File: config.mk
export PLATFORM = sky130hd
export DESIGN_NAME = capture_timer
export DESIGN_NICKNAME = d
export VERILOG_FILES = /design/src/rtl/ct_pkg.sv /design/src/rtl/ct_tick_gen.sv /design/src/rtl/ct_capture_chan.sv /design/src/rtl/capture_timer.sv
export SDC_FILE = /design/constraint.sdc
export NUM_CORES = 1
export LEC_CHECK = 0
export BUFFER_PORTS_ARGS = -buffer_cell sky130_fd_sc_hd__buf_2
export CAP_MARGIN = 40
export CELL_PAD_IN_SITES_DETAIL_PLACEMENT = 0
export CELL_PAD_IN_SITES_GLOBAL_PLACEMENT = 1
export CORE_MARGIN = 2
export CORE_UTILIZATION = 28
export CTS_BUF_LIST = sky130_fd_sc_hd__clkbuf_4
export CTS_CLUSTER_SIZE = 40
export DETAILED_ROUTE_END_ITERATION = 7
export PLACE_DENSITY = 0.61
export RECOVER_POWER = 100
export SYNTH_ARGS = -nofsm -noshare
export SYNTH_HDL_FRONTEND = slang
export SYNTH_SLANG_ARGS = --single-unit
File: constraint.sdc
create_clock -name clk -period 3.5 [get_ports clk]
set_input_delay 0.175 -clock clk [delete_from_list [all_inputs] [get_ports clk]]
set_output_delay 0.175 -clock clk [all_outputs]
set_load 0.005 [all_outputs]
File: src/rtl/ct_pkg.sv
// Package: shared encodings for the capture timer.
// Assumes: consumers import it before declaring ports that use these types.
package ct_pkg;
    typedef enum logic [1:0] {
        CLK_DIV2 = 2'd0,
        CLK_DIV4 = 2'd1,
        CLK_EXT  = 2'd2,
        CLK_EXT2 = 2'd3
    } clk_src_e;

    typedef enum logic [1:0] {
        EDGE_RISE  = 2'd0,
        EDGE_FALL  = 2'd1,
        EDGE_BOTH  = 2'd2,
        EDGE_BOTH2 = 2'd3
    } edge_mode_e;
endpackage

File: src/rtl/ct_tick_gen.sv
// Module: ct_tick_gen
// Produces a single-cycle count-enable pulse in the bus clock domain.
// The pulse comes from a free-running prescaler (divide by 2 or by 4) or from
// synchronized rising edges of an asynchronous external clock line.
// Assumes: the external line is slower than half the bus clock.
module ct_tick_gen
    import ct_pkg::*;
#(
    parameter int SYNC_STAGES = 2
) (
    input  logic       clk,
    input  logic       rst_n,
    input  clk_src_e   src,
    input  logic       ext_line,
    output logic       tick
);
    logic [1:0]             pre_q;
    logic [SYNC_STAGES-1:0] ext_sync_q;
    logic                   ext_prev_q;
    logic                   ext_rise;

    // Free-running prescaler, starts counting right after reset.
    always_ff @(posedge clk) begin
        if (!rst_n) pre_q <= '0;
        else        pre_q <= pre_q + 2'd1;
    end

    // Synchronizer chain and previous-level register for the external line.
    always_ff @(posedge clk) begin
        if (!rst_n) begin
            ext_sync_q <= '0;
            ext_prev_q <= 1'b0;
        end else begin
            ext_sync_q <= {ext_sync_q[SYNC_STAGES-2:0], ext_line};
            ext_prev_q <= ext_sync_q[SYNC_STAGES-1];
        end
    end

    assign ext_rise = ext_sync_q[SYNC_STAGES-1] & ~ext_prev_q;

    // Choose which enable source drives the counter.
    always_comb begin
        unique case (src)
            CLK_DIV2: tick = pre_q[0];
            CLK_DIV4: tick = &pre_q;
            default:  tick = ext_rise;
        endcase
    end
endmodule

File: src/rtl/ct_capture_chan.sv
// Module: ct_capture_chan
// One capture channel. It selects pin or event-bus trigger, detects the
// chosen edge, latches the shared count and keeps a sticky write-one-to-clear
// status bit.
// Assumes: evt is synchronous to clk. The pin is asynchronous and is synchronized here.
module ct_capture_chan
    import ct_pkg::*;
#(
    parameter int CNT_W       = 32,
    parameter int SYNC_STAGES = 2
) (
    input  logic             clk,
    input  logic             rst_n,
    input  logic             pin,
    input  logic             evt,
    input  logic             use_evt,
    input  edge_mode_e       mode,
    input  logic             clr,
    input  logic [CNT_W-1:0] count,
    output logic             cap_ev,
    output logic             stat,
    output logic [CNT_W-1:0] cap_val
);
    logic [SYNC_STAGES-1:0] pin_sync_q;
    logic                   trig;
    logic                   trig_prev_q;
    logic                   rise;
    logic                   fall;

    // Two-flop synchronizer for the asynchronous pin.
    always_ff @(posedge clk) begin
        if (!rst_n) pin_sync_q <= '0;
        else        pin_sync_q <= {pin_sync_q[SYNC_STAGES-2:0], pin};
    end

    assign trig = use_evt ? evt : pin_sync_q[SYNC_STAGES-1];

    // Remember the trigger level of the previous cycle for edge detection.
    always_ff @(posedge clk) begin
        if (!rst_n) trig_prev_q <= 1'b0;
        else        trig_prev_q <= trig;
    end

    assign rise = trig & ~trig_prev_q;
    assign fall = ~trig & trig_prev_q;

    // Qualify the detected edge against the selected mode.
    always_comb begin
        unique case (mode)
            EDGE_RISE: cap_ev = rise;
            EDGE_FALL: cap_ev = fall;
            default:   cap_ev = rise | fall;
        endcase
    end

    // Latch the count as it stands before this edge's increment.
    always_ff @(posedge clk) begin
        if (!rst_n)      cap_val <= '0;
        else if (cap_ev) cap_val <= count;
    end

    // Sticky status: a capture wins over a clear in the same cycle.
    always_ff @(posedge clk) begin
        if (!rst_n) stat <= 1'b0;
        else        stat <= (stat & ~clr) | cap_ev;
    end
endmodule

File: src/rtl/capture_timer.sv
// Module: capture_timer (top)
// Free-running shared up-counter with N_CH capture channels, a shared
// interrupt, a DMA request from one channel and a read port for the captures.
// Assumes: rst_n is synchronous to clk. Counting begins at reset release.
module capture_timer
    import ct_pkg::*;
#(
    parameter int CNT_W  = 32,
    parameter int N_CH   = 4,
    parameter int DMA_CH = 0
) (
    input  logic                    clk,
    input  logic                    rst_n,
    input  logic [1:0]              clk_sel,
    input  logic                    ext_clk_line,
    input  logic [N_CH-1:0]         cap_pin,
    input  logic [N_CH-1:0]         evt_bus,
    input  logic [N_CH-1:0]         src_sel,
    input  logic [2*N_CH-1:0]       edge_sel,
    input  logic [N_CH-1:0]         clr_stat,
    input  logic [$clog2(N_CH)-1:0] rd_sel,
    output logic [CNT_W-1:0]        rd_data,
    output logic [CNT_W-1:0]        count_val,
    output logic [N_CH-1:0]         stat,
    output logic                    irq,
    output logic                    dma_req,
    output logic                    ovf_pulse
);
    localparam logic [CNT_W-1:0] CNT_MAX = '1;

    logic                  tick;
    logic [CNT_W-1:0]      cnt_q;
    logic [N_CH-1:0]       cap_ev;
    logic [CNT_W-1:0]      cap_val [N_CH];

    ct_tick_gen #(.SYNC_STAGES(2)) u_tick (
        .clk      (clk),
        .rst_n    (rst_n),
        .src      (clk_src_e'(clk_sel)),
        .ext_line (ext_clk_line),
        .tick     (tick)
    );

    // Shared counter: step on each enable pulse, wrap at all-ones.
    always_ff @(posedge clk) begin
        if (!rst_n) cnt_q <= '0;
        else        cnt_q <= cnt_q + CNT_W'(tick);
    end

    // Overflow pulse, aligned with the counter reading zero.
    always_ff @(posedge clk) begin
        if (!rst_n) ovf_pulse <= 1'b0;
        else        ovf_pulse <= tick && (cnt_q == CNT_MAX);
    end

    generate
        for (genvar i = 0; i < N_CH; i++) begin : g_ch
            ct_capture_chan #(.CNT_W(CNT_W), .SYNC_STAGES(2)) u_chan (
                .clk     (clk),
                .rst_n   (rst_n),
                .pin     (cap_pin[i]),
                .evt     (evt_bus[i]),
                .use_evt (src_sel[i]),
                .mode    (edge_mode_e'(edge_sel[2*i +: 2])),
                .clr     (clr_stat[i]),
                .count   (cnt_q),
                .cap_ev  (cap_ev[i]),
                .stat    (stat[i]),
                .cap_val (cap_val[i])
            );
        end
    endgenerate

    // DMA request follows the designated channel's capture by one edge.
    always_ff @(posedge clk) begin
        if (!rst_n) dma_req <= 1'b0;
        else        dma_req <= cap_ev[DMA_CH];
    end

    assign count_val = cnt_q;
    assign irq       = |stat;
    assign rd_data   = cap_val[rd_sel];
endmodule

==> impl_metrics.tcl, run 1 <==
set metrics [dict create \
    crit_chain "ha_1 -> mux2i_1 -> o21ai_0 -> clkbuf_1 -> ha_1 -> ha_1 -> nand3_4 -> or4_4 -> or4_1 -> a21oi_1" \
    row_count 61 \
    ios 102 \
    cp-end-kind "register" \
    yosysWarnings 0 \
    synth_area_per_cell_sq_um 8.75 \
    cpPeakStageDelay_ns 0.66 \
    synth_top_area_share_pct 47.0 \
    hpwl_um 13300 \
    die_y_um 171 \
    clockRootBuffer "clkbuf_4" \
    status "complete, but fails checks" \
    cp.buffers_inverters 1 \
    viasPerCell 4.61 \
    gr-total-overflow 0 \
    worst-setup-path-type "reg2reg" \
    cp.arrival_ns 3.49 \
    cts_setup_buffers 0 \
    async_flop_share_pct 0 \
    grt_max_degree 73 \
    initial_utilization_pct 28.3 \
    leakage_uw 0.00292 \
    synthesis.area_sq_um 7790 \
    clk_path_buf_depth 2 \
    clock-sinks 183 \
    grt_pass1_vias 5897 \
    start_kind "register" \
    synth_common_cells "268 x nand2_1, 183 x dfxtp_1, 150 x a21oi_1" \
    ys_types 34 \
    synth_area_leaders "dfxtp_1 47%, nand2_1 13%, a21oi_1 9.6%, mux4_2 9.3%, clkbuf_1 2.7%" \
    tightest_slew_ns 1.56 \
    htreeDepth 4 \
    finalPower_uw 3550 \
    gp_congestion 0.709 \
    grt_pass1_wl_um 33800 \
    numCtsBuffers 17 \
    first_pass_iters 4 \
    cpMostUsedCell "ha_1" \
    setup_viol 0 \
    antenna_found_initial 1 \
    track_usage_pct 15.0 \
    portBuffers 101 \
    synth_most_common_cell "nand2_1" \
    violations "max-capacitance violations, max-slew violations" \
    finalMaxSlewViolations 18 \
    yosysTopAreaCell "dfxtp_1" \
    die_area_sq_um 29200 \
    clock.fmax_ghz 0.336 \
    ys.flop_type "dfxtp_1" \
    drt_iter0_drc 325 \
    ant_nets 0 \
    skew_ns 0.0212 \
    ir_drop_mv 0.131 \
    met3_length_um 1140 \
    power_density_nw_per_um2 399 \
    rsz0062_at_grt "false" \
    ys_seq_area_share_pct 47.0 \
    via_count 6203 \
    ys_seq_elements 183 \
    design.core.area_sq_um 27600 \
    fin_nets 997 \
    period_share_pct 85.1 \
    ctsResizeCount 0 \
    cp_top_family "simple AND/OR/NAND/NOR gates" \
    wl_um 21500 \
    postLayoutCoreUtil_pct 32.3 \
    wl_per_cell_um 16.0 \
    syn-num-nets 933 \
    cpMaxStageDelayCell "or4_4" \
    hold_viol 0 \
    holdCritPathClass "in2reg" \
    clk_pin_slew_ns 0.15 \
    maxUsedRoutingLayer "met4" \
    cap_violations 1 \
    met2_length_um 10300 \
    relSlewSlack_pct -3.69 \
    synth_edf_count 0 \
    drive_above_1_share_pct 13.3 \
    critPathMaxFanout 14 \
    die_w_um 171 \
    netlist_instances 890 \
    clock_latency_ns 0.57 \
    finalSetupTns_ns 0 \
    synthToLayoutAreaGrowth_pct 14.3 \
    cts_tree "yes" \
    wl_met1_um 9850 \
    required_ns 4.01 \
    period_needed_ns 2.98 \
    drc_errors 0 \
]
## flip-flops by register name, summed over array words and instances (netlist names)
signal,cells
g_ch.u_chan.cap_val,128
count_val,32
g_ch.u_chan.pin_sync_q,8
g_ch.u_chan.stat,4
g_ch.u_chan.trig_prev_q,4
u_tick.ext_sync_q,2
u_tick.pre_q,2
dma_req,1
ovf_pulse,1
u_tick.ext_prev_q,1
## worst paths after layout
path,startpoint,slack [ns],end,cells past startpoint
setup reg to reg,u_tick.pre_q[0]$_SDFF_PN0_,0.52,count_val[26]$_SDFF_PN0_,10
hold reg to reg,u_tick.ext_sync_q[0]$_SDFF_PN0_,0.45,u_tick.ext_sync_q[1]$_SDFF_PN0_,1
hold / removal,rst_n,0.04,g_ch[3].u_chan.pin_sync_q[1]$_SDFF_PN0_,2
setup / recovery,u_tick.pre_q[0]$_SDFF_PN0_,0.52,count_val[26]$_SDFF_PN0_,10
## metal layers
layer | up-vias | GRT usage, %
met2 | 107 | 25.0
met5 | - | 0
met3 | 12 | 3.61
met4 | 0 | 3.75
met1 | 2939 | 19.6
li1 | 3145 | -
## through the flow
stage	worst slack [ns]	cells	instance area, sq um	hold WS (ns)
floorplan	0.934	890	7790	0.302
global placement	0.667	1294	8520	0.383
detailed placement	0.678	1296	8570	0.386
CTS	0.630	1345	8990	0.00207
global route	0.256	1346	8900	0.00763
finish	0.521	1346	8900	0.0414
## cell usage in the layout (no fill, tap or decap), drive strengths merged, types with 12 or more instances in the layout
master / instances
nand2: 268
nor2: 17
buf: 55
mux2i: 15
and2: 15
a21oi: 150
nand4: 13
inv: 15
mux4: 32
ha: 12
clkbuf: 75
or4: 13
dfxtp: 183
dlygate4sd3: 17
## repair_timing
action / in CTS / in global routing
endpoints found under the hold margin: 13 / 0
hold buffers: 17 / 0
endpoints found under the setup margin: 0 / 0
## final cells by class
cell class                      instances  area (sq um)
Clock buffer                           18           135
Inverter                               15          58.8
Clock inverter                         14           111
Tap cell                              378           473
Timing Repair Buffer                  129           734
Sequential cell                       183          3660
Multi-Input combinational cell        608          3720
Antenna cell                            1          2.50
Fill cell                            2949         18700
## worst reg2reg max path, delay by kind of cell, from the launching register on
kind | cells | cell delay, ns
AO/OA/AOI/OAI | 2 | 0.28
flip-flops | 1 | 0.38
AND/OR/NAND/NOR | 3 | 1.30
adder cells (fa/ha/maj) | 3 | 0.65
multiplexers | 1 | 0.06
buffers and inverters | 1 | 0.26
## where the power goes
part	switching [uW]	internal, uW	leakage (uW)	total, uW
Clock	738	350	0.000124	1090
Combinational	249	101	0.00132	350
Sequential	10.8	2100	0.00148	2110
Total	998	2550	0.00292	3550
## cell families after synthesis
kind of cell	Yosys count	synth area share (%)
buf+inv	99	5.80
xor+xnor	10	1.12
fa+ha+maj	12	1.93
simple gates	366	21.2
compound gates	169	11.2
mux	51	11.8
flops	183	47.0
Power figures use the tool's default switching activity.
==> inputs of run 2 (changes only) <==
Settings changed: CORE_MARGIN 2 to 8, SETUP_SLACK_MARGIN set to 0.3.
==> run 2 against run 1 <==
Compared with the run above: the run still ends with max-capacitance violations, max-slew violations left; largest power group unchanged; critical endpoint unchanged; clock-buffer cell count is 1 lower; sequential share of layout area is 0.62 points lower; clock skew is 0.0011 ns lower; wire length is 2.8% higher; worst hold slack better by 0.054 ns; die area is 15% higher; flip-flop and latch count stayed put; register-to-register slack worse by 0.03 ns; final area is 1.5% higher; power is 2.4% higher; first-iteration DRC count is 32% higher; largest cell class unchanged.
==> impl_metrics.tcl, run 2 (synthesized netlist as in run 1, its figures left out) <==
set metrics [dict create \
    via_count 6278 \
    cp.buffers_inverters 1 \
    period_needed_ns 3.01 \
    sw_frac_of_total_pct 30.2 \
    finalSetupTns_ns 0 \
    gr-total-overflow 0 \
    rrSetupSlack_ns 0.49 \
    cp_top_family "simple AND/OR/NAND/NOR gates" \
    die_area_sq_um 33400 \
    clock.fmax_ghz 0.332 \
    start_kind "register" \
    drc_errors 0 \
    p_sw_uw 1100 \
    design.core.area_sq_um 27600 \
    clock_latency_ns 0.58 \
    grt_max_degree 102 \
    layout_commonest_cell "nand2_1" \
    cp.arrival_ns 3.52 \
    violations "max-capacitance violations, max-slew violations" \
    track_usage_pct 13.4 \
    ios 102 \
    cpMostUsedCell "ha_1" \
    finalMaxSlewViolations 18 \
    power.internal_uw 2540 \
    holdCritPathClass "in2reg" \
    first_pass_iters 5 \
    tightest_slew_ns 1.56 \
    viasPerCell 4.64 \
    setup_viol 0 \
    antenna_found_initial 1 \
    clkPwrFrac_pct 31.5 \
    clockRootBuffer "clkbuf_4" \
    clock-sinks 183 \
    clk_pin_slew_ns 0.17 \
    die_w_um 183 \
    gp_congestion 0.675 \
    cts_tree "yes" \
    skew_ns 0.0201 \
    hold_viol 0 \
    postLayoutCoreUtil_pct 32.8 \
    cts_setup_buffers 0 \
    required_ns 4.01 \
    fill_cells 2935 \
    drt_iter0_drc 429 \
    grt_pass1_wl_um 35400 \
    fin_nets 1005 \
    cp-end-kind "register" \
    htreeDepth 4 \
    period_share_pct 86.0 \
    grt_pass1_vias 6147 \
    ir_drop_mv 0.165 \
    final_cell_mix "268 x nand2_1, 183 x dfxtp_1, 150 x a21oi_1, 64 x clkbuf_1, 38 x buf_2" \
    wl_per_cell_um 16.3 \
    cpMaxStageDelayCell "or4_4" \
    cpPeakStageDelay_ns 0.68 \
    regMostFlops "g_ch.u_chan.cap_val" \
    worst-setup-path-type "reg2reg" \
    leakage_uw 0.00294 \
    clk_path_buf_depth 2 \
    cap_violations 1 \
    portBuffers 101 \
    initial_utilization_pct 28.3 \
    die_y_um 183 \
    ctsResizeCount 0 \
    synthToLayoutAreaGrowth_pct 16.0 \
    critPathMaxFanout 14 \
    drive_above_1_share_pct 13.3 \
    relSlewSlack_pct -4.02 \
    power_density_nw_per_um2 403 \
    status "complete, but fails checks" \
    rsz0062_at_grt "false" \
    combPwrFrac_pct 10.4 \
    wl_um 22100 \
    ant_nets 0 \
    crit_chain "ha_1 -> mux2i_1 -> o21ai_0 -> clkbuf_1 -> ha_1 -> ha_1 -> nand3_4 -> or4_4 -> or4_1 -> a21oi_1" \
    numCtsBuffers 17 \
    pwr-share-seq_pct 58.2 \
    hpwl_um 14300 \
    largest_reg_flops 128 \
    row_count 61 \
]
## run 2: worst register-to-register path, cell delays in order, from the launching register on
cell      delay, ns
dfxtp_1        0.38
ha_1           0.15
mux2i_1        0.06
o21ai_0        0.15
clkbuf_1       0.24
ha_1           0.25
ha_1           0.24
nand3_4        0.15
or4_4          0.68
or4_1          0.49
a21oi_1        0.14
## run 2: cell type report
type                    instances  area [sq um]  area share, %
inverters                      15          57.6          0.637
diodes                          1          2.50         0.0277
well taps                     378           473           5.24
clock inverters                15           141           1.57
flip-flops and latches        183          3660           40.6
clock buffers                  17           128           1.41
multi-input cells             608          3720           41.2
repair buffers                137           845           9.35
## run 2: what timing repair did
item | in CTS | in global routing
setup endpoints to repair | 0 | 0
hold buffers | 23 | 0
hold endpoints to repair | 24 | 0
## run 2: layer usage
metal | up-vias | track usage, % | routed length, um | share of wire (%)
li1 | 3153 | - | - | -
met1 | 3006 | 17.3 | 10100 | 46
met2 | 107 | 22.4 | 10800 | 49
met3 | 12 | 3.36 | 1070 | 4.9
met4 | 0 | 3.03 | 160 | 0.72
met5 | - | 0 | 0 | 0
## run 2: final timing paths
check                                                                to                               startpoint  cells after the start
worst max-delay path                           count_val[26]$_SDFF_PN0_               u_tick.pre_q[0]$_SDFF_PN0_                     10
worst min-delay path            g_ch[1].u_chan.cap_val[22]$_SDFFE_PN0P_                              edge_sel[3]                      4
worst max register to register                 count_val[26]$_SDFF_PN0_               u_tick.pre_q[0]$_SDFF_PN0_                     10
worst min register to register  g_ch[1].u_chan.pin_sync_q[1]$_SDFF_PN0_  g_ch[1].u_chan.pin_sync_q[0]$_SDFF_PN0_                      1
## run 2: power by group through the flow
| stage | sequential (uW) | combinational (uW) | clock (uW) |
|---|---|---|---|
| floorplan | 2160 | 194 | 0 |
| CTS | 2120 | 396 | 1210 |
| global placement | 2160 | 337 | 0 |
| detailed placement | 2160 | 374 | 0 |
| global route | 2120 | 414 | 1290 |
| finish | 2110 | 378 | 1140 |
## run 2: metrics by stage
stage               instance area, sq um  worst slack [ns]  hold WS (ns)  cells  power, uW
floorplan                           7790             0.934         0.302    890       2350
global placement                    8510             0.675         0.381   1293       2500
detailed placement                  8640             0.658         0.386   1298       2530
CTS                                 9140             0.599        0.0229   1353       3720
global route                        9030             0.284        0.0564   1354       3820
finish                              9030             0.491        0.0953   1354       3640
==> inputs of run 3 (changes only) <==
Settings changed: CELL_PAD_IN_SITES_DETAIL_PLACEMENT 0 to unset, CELL_PAD_IN_SITES_GLOBAL_PLACEMENT 1 to unset, PLACE_DENSITY 0.61 to 0.51.
==> run 3 against run 2 <==
Compared with the run above: the run now ends clean; power is 2.8% lower; sequential power is essentially flat; via count is 0.72% higher; first-iteration DRC count increased by 24%; setup slack worse by 0.00081 ns; cell count unchanged; largest cell class unchanged.
==> impl_metrics.tcl, run 3 (synthesized netlist as in run 1, its figures left out) <==
set metrics [dict create \
    final.setup.worst_slack_ns 0.490 \
    grt_use_met3_pct 3.07 \
    antenna_found_initial 1 \
    postLayoutCoreUtil_pct 32.5 \
    layout_commonest_cell "nand2_1" \
    synthToLayoutAreaGrowth_pct 15.1 \
    track_usage_pct 13.0 \
    largest_reg_flops 128 \
    period_share_pct 86.0 \
    clk_path_buf_depth 2 \
    required_ns 4.00 \
    gr-total-overflow 0 \
    setup_viol 0 \
    grt_max_degree 78 \
    via_count 6323 \
    clockRootBuffer "clkbuf_4" \
    die_y_um 183 \
    relSlewSlack_pct 3.86 \
    clock_latency_ns 0.58 \
    grt_pass1_wl_um 34400 \
    dp.cells 1297 \
    power_density_nw_per_um2 394 \
    start_kind "register" \
    viasPerCell 4.67 \
    ant_nets 0 \
    fin_nets 1005 \
    final_cell_mix "268 x nand2_1, 183 x dfxtp_1, 150 x a21oi_1, 65 x clkbuf_1, 39 x buf_2" \
    reg2regPathDepth 10 \
    clock.fmax_ghz 0.332 \
    cpPeakStageDelay_ns 0.67 \
    rrSetupSlack_ns 0.49 \
    wl_per_cell_um 16.2 \
    tightest_slew_ns 1.44 \
    drc_errors 0 \
    place_ws_ns 0.657 \
    gp_congestion 0.685 \
    ios 102 \
    grtUsageMet2_pct 21.1 \
    skew_ns 0.0225 \
    grt_use_met1_pct 17.1 \
    status "complete, no violations" \
    drive_above_1_share_pct 12.5 \
    grt_busiest_layer "met2" \
    layout.cells.non_filler 1354 \
    period_needed_ns 3.01 \
    first_pass_iters 4 \
    wl_um 22000 \
    place_area_sq_um 8590 \
    cp.arrival_ns 3.51 \
    cap_violations 0 \
    grt_pass1_vias 6072 \
    finalSetupTns_ns 0 \
    cpMaxStageDelayCell "or4_4" \
    worst-setup-path-type "reg2reg" \
    cts_tree "yes" \
    hold_path_depth 5 \
    htreeDepth 4 \
    hpwl_um 14000 \
    die_w_um 183 \
    clk_pin_slew_ns 0.15 \
    portBuffers 101 \
    ir_drop_mv 0.136 \
    cp-end-kind "register" \
    leakage_uw 0.00292 \
    initial_utilization_pct 28.3 \
    design.core.area_sq_um 27600 \
    cpMostUsedCell "ha_1" \
    drt_iter0_drc 532 \
    numCtsBuffers 17 \
    design_area_sq_um 8960 \
    die_area_sq_um 33400 \
    rsz0062_at_grt "false" \
    holdCritPathClass "in2reg" \
    regMostFlops "g_ch.u_chan.cap_val" \
    hold_viol 0 \
    finalMaxSlewViolations 0 \
    critPathMaxFanout 14 \
    crit_chain "ha_1 -> mux2i_1 -> o21ai_0 -> clkbuf_1 -> ha_1 -> ha_1 -> nand3_4 -> or4_4 -> or4_1 -> a21oi_1" \
    row_count 61 \
    clock-sinks 183 \
]
-- run 3: where the power goes --
part	total (uW)	leakage [uW]	switching [uW]	internal (uW)
Clock	1060	0.000124	759	304
Combinational	356	0.00132	248	108
Sequential	2110	0.00148	11.0	2100
Total	3530	0.00292	1020	2520
-- run 3: area by class of cell --
cell class / count / area [sq um]
inverter: 15 / 56.3
clock buffer: 19 / 143
multi-input combinational: 608 / 3720
tap: 378 / 473
timing repair buffer: 137 / 805
fill: 2925 / 18600
antenna: 1 / 2.50
sequential: 183 / 3660
clock inverter: 13 / 100
-- run 3: path summary, 6_finish.rpt --
kind                                                                 to                                     from
worst min-delay path                               ovf_pulse$_SDFF_PN0_                               clk_sel[1]
worst max-delay path                           count_val[26]$_SDFF_PN0_               u_tick.pre_q[0]$_SDFF_PN0_
worst max register to register                 count_val[26]$_SDFF_PN0_               u_tick.pre_q[0]$_SDFF_PN0_
worst min register to register  g_ch[1].u_chan.pin_sync_q[1]$_SDFF_PN0_  g_ch[1].u_chan.pin_sync_q[0]$_SDFF_PN0_
-- run 3: critical path: cells and delay by family (launching register included) --
| kind | cells | cell delay [ns] |
|---|---|---|
| and+or+nand+nor | 3 | 1.32 |
| adders and majority gates | 3 | 0.63 |
| DFF | 1 | 0.38 |
| AOI/OAI and AO/OA | 2 | 0.30 |
| buffers and inverters | 1 | 0.25 |
| muxes | 1 | 0.06 |
-- run 3: what timing repair did --
action	in CTS	in global routing
gates resized for setup	0	0
hold buffers	24	0
setup buffers	0	0
hold endpoints to repair	27	0
-- run 3: stage by stage --
step                      hold WS (ns)  power (uW)
after floorplan                  0.302        2350
after global placement           0.382        2490
after CTS                       0.0186        3610
after detailed placement         0.385        2520
final                            0.111        3530
after global routing             0.119        3700
-- run 3: per-layer routing --
layer	share of wire, %	vias up
li1	-	3156
met3	4.0	15
met4	0.96	0
met5	0	-
met1	47	3035
met2	48	117
